<file path="config.mk">
export PLATFORM = sky130hd
export DESIGN_NAME = xmem_cycle_seq
export DESIGN_NICKNAME = d
export VERILOG_FILES = /design/src/rtl/xmem_pkg.sv /design/src/rtl/xmem_seq_ctrl.sv /design/src/rtl/xmem_phase_timer.sv /design/src/rtl/xmem_bus_regs.sv /design/src/rtl/xmem_cycle_seq.sv
export SDC_FILE = /design/constraint.sdc
export NUM_CORES = 1
export LEC_CHECK = 0
export BUFFER_PORTS_ARGS = -buffer_cell sky130_fd_sc_hd__clkbuf_2
export CAP_MARGIN = 20
export CORE_UTILIZATION = 47
export DETAILED_ROUTE_END_ITERATION = 7
export HOLD_SLACK_MARGIN = 0.1
export PLACE_DENSITY_LB_ADDON = 0.12
export SYNTH_ARGS = -nofsm -noshare
export SYNTH_HDL_FRONTEND = slang
export SYNTH_SLANG_ARGS = --single-unit
</file>
<file path="constraint.sdc">
create_clock -name clk -period 2 [get_ports clk]
set_input_delay 0.3 -clock clk [delete_from_list [all_inputs] [get_ports clk]]
set_output_delay 0.3 -clock clk [all_outputs]
set_load 0.01 [all_outputs]
</file>
<file path="src/rtl/xmem_pkg.sv">
// Package: shared state type and the stretch-to-length rules of the
// external memory cycle sequencer. Assumes stretch values 0..7.
package xmem_pkg;

    typedef enum logic [1:0] {
        SEQ_IDLE   = 2'd0,
        SEQ_ACCESS = 2'd1,
        SEQ_DONE   = 2'd2
    } seq_state_t;

    // Address window length in cycles for a given stretch and direction.
    function automatic int window_cycles(input int stretch, input logic is_write);
        return is_write ? stretch + 2 : stretch + 1;
    endfunction

    // Write strobe length in cycles for a given stretch.
    function automatic int wstrobe_cycles(input int stretch);
        return (stretch < 2) ? 1 : stretch;
    endfunction

endpackage

</file>
<file path="src/rtl/xmem_seq_ctrl.sv">
// Module: top-level sequencing state machine. Accepts a request only when
// idle, holds the access state until the phase timer reports the last
// window cycle, then emits one done cycle before returning to idle.
// Assumes phase_last_i is meaningful only while access_o is high.
module xmem_seq_ctrl
    import xmem_pkg::*;
(
    input  logic clk,
    input  logic rst_n,
    input  logic req_i,
    input  logic phase_last_i,
    output logic accept_o,
    output logic access_o,
    output logic done_o,
    output logic busy_o
);

    seq_state_t state_q;
    seq_state_t state_d;

    // Request is taken only from the idle state.
    assign accept_o = (state_q == SEQ_IDLE) && req_i;
    assign access_o = (state_q == SEQ_ACCESS);
    assign done_o   = (state_q == SEQ_DONE);
    assign busy_o   = (state_q != SEQ_IDLE);

    // Next-state selection.
    always_comb begin
        state_d = state_q;
        unique case (state_q)
            SEQ_IDLE:   if (req_i) state_d = SEQ_ACCESS;
            SEQ_ACCESS: if (phase_last_i) state_d = SEQ_DONE;
            SEQ_DONE:   state_d = SEQ_IDLE;
            default:    state_d = SEQ_IDLE;
        endcase
    end

    // State register with synchronous reset.
    always_ff @(posedge clk) begin
        if (!rst_n) state_q <= SEQ_IDLE;
        else        state_q <= state_d;
    end

    // Done lasts a single cycle.
    p_done_single_r9: assert property (@(posedge clk) disable iff (!rst_n)
        done_o |=> !done_o);

    // After done the sequencer is idle again.
    p_done_then_idle_r9: assert property (@(posedge clk) disable iff (!rst_n)
        done_o |=> !busy_o);

    // A request seen during an access never restarts it.
    p_busy_ignores_req_r10: assert property (@(posedge clk) disable iff (!rst_n)
        (access_o && !phase_last_i) |=> access_o);

endmodule

</file>
<file path="src/rtl/xmem_phase_timer.sv">
// Module: counts the address window of one access. At acceptance it latches
// direction and stretch, loads the window length minus one, and counts down
// while the access runs. It reports the last window cycle and whether the
// current cycle lies inside the trailing write strobe slot.
// Assumes load_i and run_i are never high together.
module xmem_phase_timer
    import xmem_pkg::*;
#(
    parameter int STRETCH_W = 3
)(
    input  logic                 clk,
    input  logic                 rst_n,
    input  logic                 load_i,
    input  logic                 run_i,
    input  logic                 wr_i,
    input  logic [STRETCH_W-1:0] stretch_i,
    output logic                 last_o,
    output logic                 wwin_o,
    output logic                 wr_q_o
);

    localparam int MAX_STRETCH = (1 << STRETCH_W) - 1;
    localparam int MAX_LEN     = MAX_STRETCH + 2;
    localparam int CNT_W       = $clog2(MAX_LEN);

    logic [CNT_W-1:0] cnt_q;
    logic [CNT_W-1:0] wlen_q;
    logic             wr_q;
    logic [CNT_W-1:0] load_cnt;
    logic [CNT_W-1:0] load_wlen;

    // Length values computed from the request at acceptance.
    always_comb begin
        load_cnt  = CNT_W'(window_cycles(int'(stretch_i), wr_i) - 1);
        load_wlen = CNT_W'(wstrobe_cycles(int'(stretch_i)));
    end

    // Latch direction and strobe length, then count the window down.
    always_ff @(posedge clk) begin
        if (!rst_n) begin
            cnt_q  <= '0;
            wlen_q <= '0;
            wr_q   <= 1'b0;
        end else if (load_i) begin
            cnt_q  <= load_cnt;
            wlen_q <= load_wlen;
            wr_q   <= wr_i;
        end else if (run_i && (cnt_q != '0)) begin
            cnt_q <= cnt_q - 1'b1;
        end
    end

    assign last_o = (cnt_q == '0);
    assign wwin_o = (cnt_q < wlen_q);
    assign wr_q_o = wr_q;

    // Window shrinks by one every running cycle until the end.
    p_count_down_r2: assert property (@(posedge clk) disable iff (!rst_n)
        (run_i && !last_o) |=> (cnt_q == $past(cnt_q) - 1'b1));

    // Write strobe slot reaches the last window cycle.
    p_wslot_at_end_r5: assert property (@(posedge clk) disable iff (!rst_n)
        (run_i && wr_q && last_o) |-> wwin_o);

    // Write strobe slot never covers the first window cycle.
    p_wslot_not_first_r5: assert property (@(posedge clk) disable iff (!rst_n)
        ($rose(run_i) && wr_q) |-> !wwin_o);

    // Direction does not change while the access runs.
    p_dir_locked_r8: assert property (@(posedge clk) disable iff (!rst_n)
        (run_i && $past(run_i)) |-> $stable(wr_q));

endmodule

</file>
<file path="src/rtl/xmem_bus_regs.sv">
// Module: holds address and write data for the duration of an access and
// keeps the byte returned by the most recent read. Assumes cap_i is high
// only in the last strobe cycle of a read.
module xmem_bus_regs #(
    parameter int ADDR_W = 16,
    parameter int DATA_W = 8
)(
    input  logic              clk,
    input  logic              rst_n,
    input  logic              load_i,
    input  logic [ADDR_W-1:0] addr_i,
    input  logic [DATA_W-1:0] wdata_i,
    input  logic              cap_i,
    input  logic [DATA_W-1:0] rdata_i,
    output logic [ADDR_W-1:0] addr_o,
    output logic [DATA_W-1:0] wdata_o,
    output logic [DATA_W-1:0] rdata_o
);

    logic [ADDR_W-1:0] addr_q;
    logic [DATA_W-1:0] wdata_q;
    logic [DATA_W-1:0] rdata_q;

    // Capture request address and data when the access is accepted.
    always_ff @(posedge clk) begin
        if (!rst_n) begin
            addr_q  <= '0;
            wdata_q <= '0;
        end else if (load_i) begin
            addr_q  <= addr_i;
            wdata_q <= wdata_i;
        end
    end

    // Keep the byte from the final read strobe cycle.
    always_ff @(posedge clk) begin
        if (!rst_n)     rdata_q <= '0;
        else if (cap_i) rdata_q <= rdata_i;
    end

    assign addr_o  = addr_q;
    assign wdata_o = wdata_q;
    assign rdata_o = rdata_q;

    // Read byte only changes on a capture.
    p_rdata_hold_r7: assert property (@(posedge clk) disable iff (!rst_n)
        !cap_i |=> $stable(rdata_q));

    // Address is not reloaded together with a capture.
    p_no_load_on_cap_r10: assert property (@(posedge clk) disable iff (!rst_n)
        cap_i |-> !load_i);

endmodule

</file>
<file path="src/rtl/xmem_cycle_seq.sv">
// Module: external data memory cycle sequencer. Combines the state machine,
// the phase timer and the bus registers, and decodes the address window and
// the read and write strobes. Assumes the memory answers combinationally
// within a strobe cycle.
module xmem_cycle_seq #(
    parameter int ADDR_W    = 16,
    parameter int DATA_W    = 8,
    parameter int STRETCH_W = 3
)(
    input  logic                 clk,
    input  logic                 rst_n,
    input  logic                 req_i,
    input  logic                 wr_i,
    input  logic [ADDR_W-1:0]    addr_i,
    input  logic [DATA_W-1:0]    wdata_i,
    input  logic [STRETCH_W-1:0] stretch_i,
    output logic [ADDR_W-1:0]    bus_addr_o,
    output logic [DATA_W-1:0]    bus_wdata_o,
    input  logic [DATA_W-1:0]    bus_rdata_i,
    output logic                 addr_vld_o,
    output logic                 rd_stb_o,
    output logic                 wr_stb_o,
    output logic                 busy_o,
    output logic                 done_o,
    output logic [DATA_W-1:0]    rdata_o
);

    logic accept;
    logic access;
    logic last;
    logic wwin;
    logic wr_q;
    logic cap;

    xmem_seq_ctrl u_ctrl (
        .clk          (clk),
        .rst_n        (rst_n),
        .req_i        (req_i),
        .phase_last_i (last),
        .accept_o     (accept),
        .access_o     (access),
        .done_o       (done_o),
        .busy_o       (busy_o)
    );

    xmem_phase_timer #(.STRETCH_W(STRETCH_W)) u_timer (
        .clk       (clk),
        .rst_n     (rst_n),
        .load_i    (accept),
        .run_i     (access),
        .wr_i      (wr_i),
        .stretch_i (stretch_i),
        .last_o    (last),
        .wwin_o    (wwin),
        .wr_q_o    (wr_q)
    );

    // Strobe decode: read covers the window, write only its trailing slot.
    always_comb begin
        addr_vld_o = access;
        rd_stb_o   = access && !wr_q;
        wr_stb_o   = access && wr_q && wwin;
        cap        = access && !wr_q && last;
    end

    xmem_bus_regs #(.ADDR_W(ADDR_W), .DATA_W(DATA_W)) u_regs (
        .clk     (clk),
        .rst_n   (rst_n),
        .load_i  (accept),
        .addr_i  (addr_i),
        .wdata_i (wdata_i),
        .cap_i   (cap),
        .rdata_i (bus_rdata_i),
        .addr_o  (bus_addr_o),
        .wdata_o (bus_wdata_o),
        .rdata_o (rdata_o)
    );

    // Strobes are mutually exclusive.
    p_strobe_excl_r11: assert property (@(posedge clk) disable iff (!rst_n)
        !(rd_stb_o && wr_stb_o));

    // Read strobe only inside the address window.
    p_rd_in_window_r3: assert property (@(posedge clk) disable iff (!rst_n)
        rd_stb_o |-> addr_vld_o);

    // Write strobe only inside the address window.
    p_wr_in_window_r5: assert property (@(posedge clk) disable iff (!rst_n)
        wr_stb_o |-> addr_vld_o);

    // Address is steady across the window.
    p_addr_steady_r6: assert property (@(posedge clk) disable iff (!rst_n)
        (addr_vld_o && $past(addr_vld_o)) |-> $stable(bus_addr_o));

    // Idle bus is quiet.
    p_idle_quiet_r1: assert property (@(posedge clk) disable iff (!rst_n)
        !busy_o |-> (!addr_vld_o && !rd_stb_o && !wr_stb_o && !done_o));

    // Done follows the end of the window.
    p_done_after_window_r9: assert property (@(posedge clk) disable iff (!rst_n)
        $fell(addr_vld_o) |-> done_o);

endmodule

</file>
==> results.json <==
{
  "outcome": "completed",
  "io_pins": 76,
  "clock.fmax_mhz": 530.8,
  "critical_path.cell_chain": "inv_1 -> ha_1 -> or4b_4 -> a21oi_2 -> clkbuf_2",
  "synth.largest_area_cell": "dfxtp_1",
  "cts-htree-levels": 2,
  "layout.nets": 337,
  "criticalPathCategory": "flop to primary output",
  "worstPathRequired_ns": 1.70,
  "synthCells": 215,
  "ys_types": 34,
  "initial_antenna_violation_count": 0,
  "main_combinational_cell_family_by_area_after_synthesis": "simple AND/OR/NAND/NOR gates",
  "die_height_um": 63.92,
  "layout.cells.most_common_list": "clkbuf_2 (75), nand2_1 (55), dfxtp_1 (40), a21oi_1 (30), nor2_1 (13)",
  "cts_buffers": 5,
  "mappedNetlistArea_sq_um": 1802,
  "post-route-drc-count": 0,
  "yosysSeqAreaShare": 0.4667,
  "final-setup-viol-count": 0,
  "drive_above_1_share": 0.3322,
  "initial_core_utilization": 0.4921,
  "drv_slew": 0,
  "setup-tns-final_ns": 0,
  "finalWeightedCongestion": 0.7722,
  "die_width_um": 63.92,
  "vias": 1623,
  "rsz0062_at_grt": "false",
  "yosys.area_share.xor_xnor": 0.01944,
  "syn_avg_cell_area_sq_um": 8.380,
  "cts_max_path_buffers": 2,
  "routedWlPerCell_um": 11.37,
  "synth_compound_gate_area_share": 0.1340,
  "power.density_cell_area_nw_per_um2": 922.8,
  "routedLengthMet1_mm": 1.808,
  "largest_net_degree_at_the_start_of_global_routing": 39,
  "io_buffer_count": 75,
  "report.final.hold_viol_count": 0,
  "design.core.area_sq_um": 3661,
  "postRouteWirelength_mm": 3.865,
  "detail_route.iter0.violations": 43,
  "clock_sink_count": 42,
  "yosys_warnings": 0,
  "antenna_violating_nets_post_route": 0,
  "first_global_vias": 1530,
  "vias_per_cell": 4.774,
  "cts_setup_buffers": 0,
  "critical_path.startpoint_type": "flop",
  "post-route-period-util": 0.9421,
  "whs_ns": 0.2243,
  "die_area_sq_um": 4085,
  "synth_nets": 261,
  "highest-signal-layer": "met4",
  "area_delta_synth_final_pct": 29.24,
  "synth.area.mux_share": 0.07292,
  "root_buffer": "clkbuf_8",
  "max-vdd-ir-drop_mv": 0.6127,
  "slowest_stage": "or4b_4",
  "grt-ovfl-total": 0,
  "synth_simple_gate_area_frac": 0.2097,
  "wl_met3_um": 214,
  "clk-insertion-delay-late_ns": 0.29,
  "dr_wl_met2_mm": 1.810,
  "insertedDiodeCount": 0,
  "clkTransAtPathRegs_ns": 0.08,
  "hold_path_class": "input pin to flop",
  "cpPeakStageDelay_ns": 0.51,
  "most_frequent_standard_cell_in_the_layout_excluding_fill_and_tap_cells": "clkbuf_2",
  "worstPathArrival_ns": 1.58,
  "grt_pass1_wl_mm": 6.561,
  "skew_ns": 0.006654,
  "dp.final_hpwl_mm": 2.767,
  "cap_violations": 0,
  "grt.total_usage": 0.2039,
  "timing.final.crit_period_ns": 1.884,
  "yosys_register_bits": 42,
  "power.static_leakage_nw": 1.162,
  "setup_crit_end_kind": "primary output",
  "yosys.area_share.adder": 0.04861,
  "tightestPinTransition_ns": 0.4113,
  "yosysTopAreaCellShare": 0.4667,
  "max-slew-margin-rel": 0.7258,
  "yosys-top-cells-area": "dfxtp_1 (47%), nand2_1 (11%), a21oi_1 (8.6%)",
  "detailedRoute.firstPassIterationCount": 2,
  "clock_tree_from_tritoncts": "yes",
  "num_rows": 22,
  "path_max_fanout": 2
}
[logic make-up (layout without fill, tap and decap cells)]
logic type | after synthesis | in the layout
AOI/OAI and AO/OA | 41 | 41
xor gates and xnor gates | 4 | 4
buffers and inverters | 22 | 99
DFF | 42 | 42
adders and majority gates | 7 | 7
muxes | 13 | 13
and+or+nand+nor | 86 | 86
[power breakdown]
part           internal [mW]  switching [mW]  total (mW)
registers              0.935          0.0655        1.00
clock network          0.246           0.276       0.522
logic                  0.283           0.344       0.627
total                   1.46           0.685        2.15
[timing repair]
action,CTS,global route
endpoints found under the setup margin,1,0
gates resized for setup,4,0
hold buffers,0,0
[final timing paths]
check / from / to / slack, ns / depth (start not counted)
setup / recovery: u_timer.wlen_q[2] / wr_stb_o / 0.12 / 5
setup reg to reg: u_timer.cnt_q[1] / u_timer.cnt_q[2] / 0.32 / 7
hold reg to reg: u_timer.wlen_q[1] / u_timer.wlen_q[1] / 0.45 / 2
hold / removal: addr_i[7] / u_regs.addr_o[7] / 0.22 / 3
[layout make-up]
class	count	area, sq um
Fill cell	341	1333
Multi-Input combinational cell	151	880.8
Sequential cell	42	843.3
Timing Repair Buffer	81	420.4
Clock buffer	6	72.57
Tap cell	48	60.06
Inverter	10	37.54
Clock inverter	2	13.76
[sequential cells by signal, indices dropped and copies added (netlist names)]
signal / flops
u_regs.addr_o: 16
u_regs.rdata_o: 8
u_regs.wdata_o: 8
u_timer.cnt_q: 4
u_timer.wlen_q: 3
u_ctrl.state_q: 2
u_timer.wr_q_o: 1
[stage by stage]
step,instance area [sq um],util,instances,setup slack [ns],total power [mW]
finish,2328,0.6360,340,0.1159,2.149
global route,2328,0.6360,340,0.01532,2.301
CTS,2328,0.6360,340,0.1104,2.176
detailed placement,2232,0.6097,332,0.2266,1.643
global placement,2232,0.6097,332,0.2360,1.632
floorplan,1802,-,215,0.3498,1.419
[per-layer routing]
| layer | GRT usage | vias up |
|---|---|---|
| li1 | - | 860 |
| met1 | 0.2375 | 714 |
| met2 | 0.3604 | 44 |
| met3 | 0.05714 | 5 |
| met4 | 0.05966 | 0 |
| met5 | 0 | - |
[synthesized netlist by cell type, drive strengths merged]
cell    count
a211oi      1
a21o        1
a21oi      32
a221oi      2
a22oi       1
and2        1
and3        1
buf         4
clkbuf      8
dfxtp      42
ha          7
inv        10
mux2        1
mux2i      12
nand2      55
nand2b      1
nand3b      1
nor2       14
nor2b       3
nor3        3
nor3b       1
o21ai       1
o21bai      1
o221ai      1
o311a       1
or2         1
or3         3
or3b        1
or4b        1
xnor2       1
xor2        3
[worst max-delay path: cells and delay by family, from the launching register on]
family,cells,cell delay [ns]
fa+ha+maj,1,0.18
compound gates,1,0.11
simple gates,1,0.51
flops,1,0.33
buf+inv,2,0.18
Note: power is estimated with default switching activity, not from simulation.
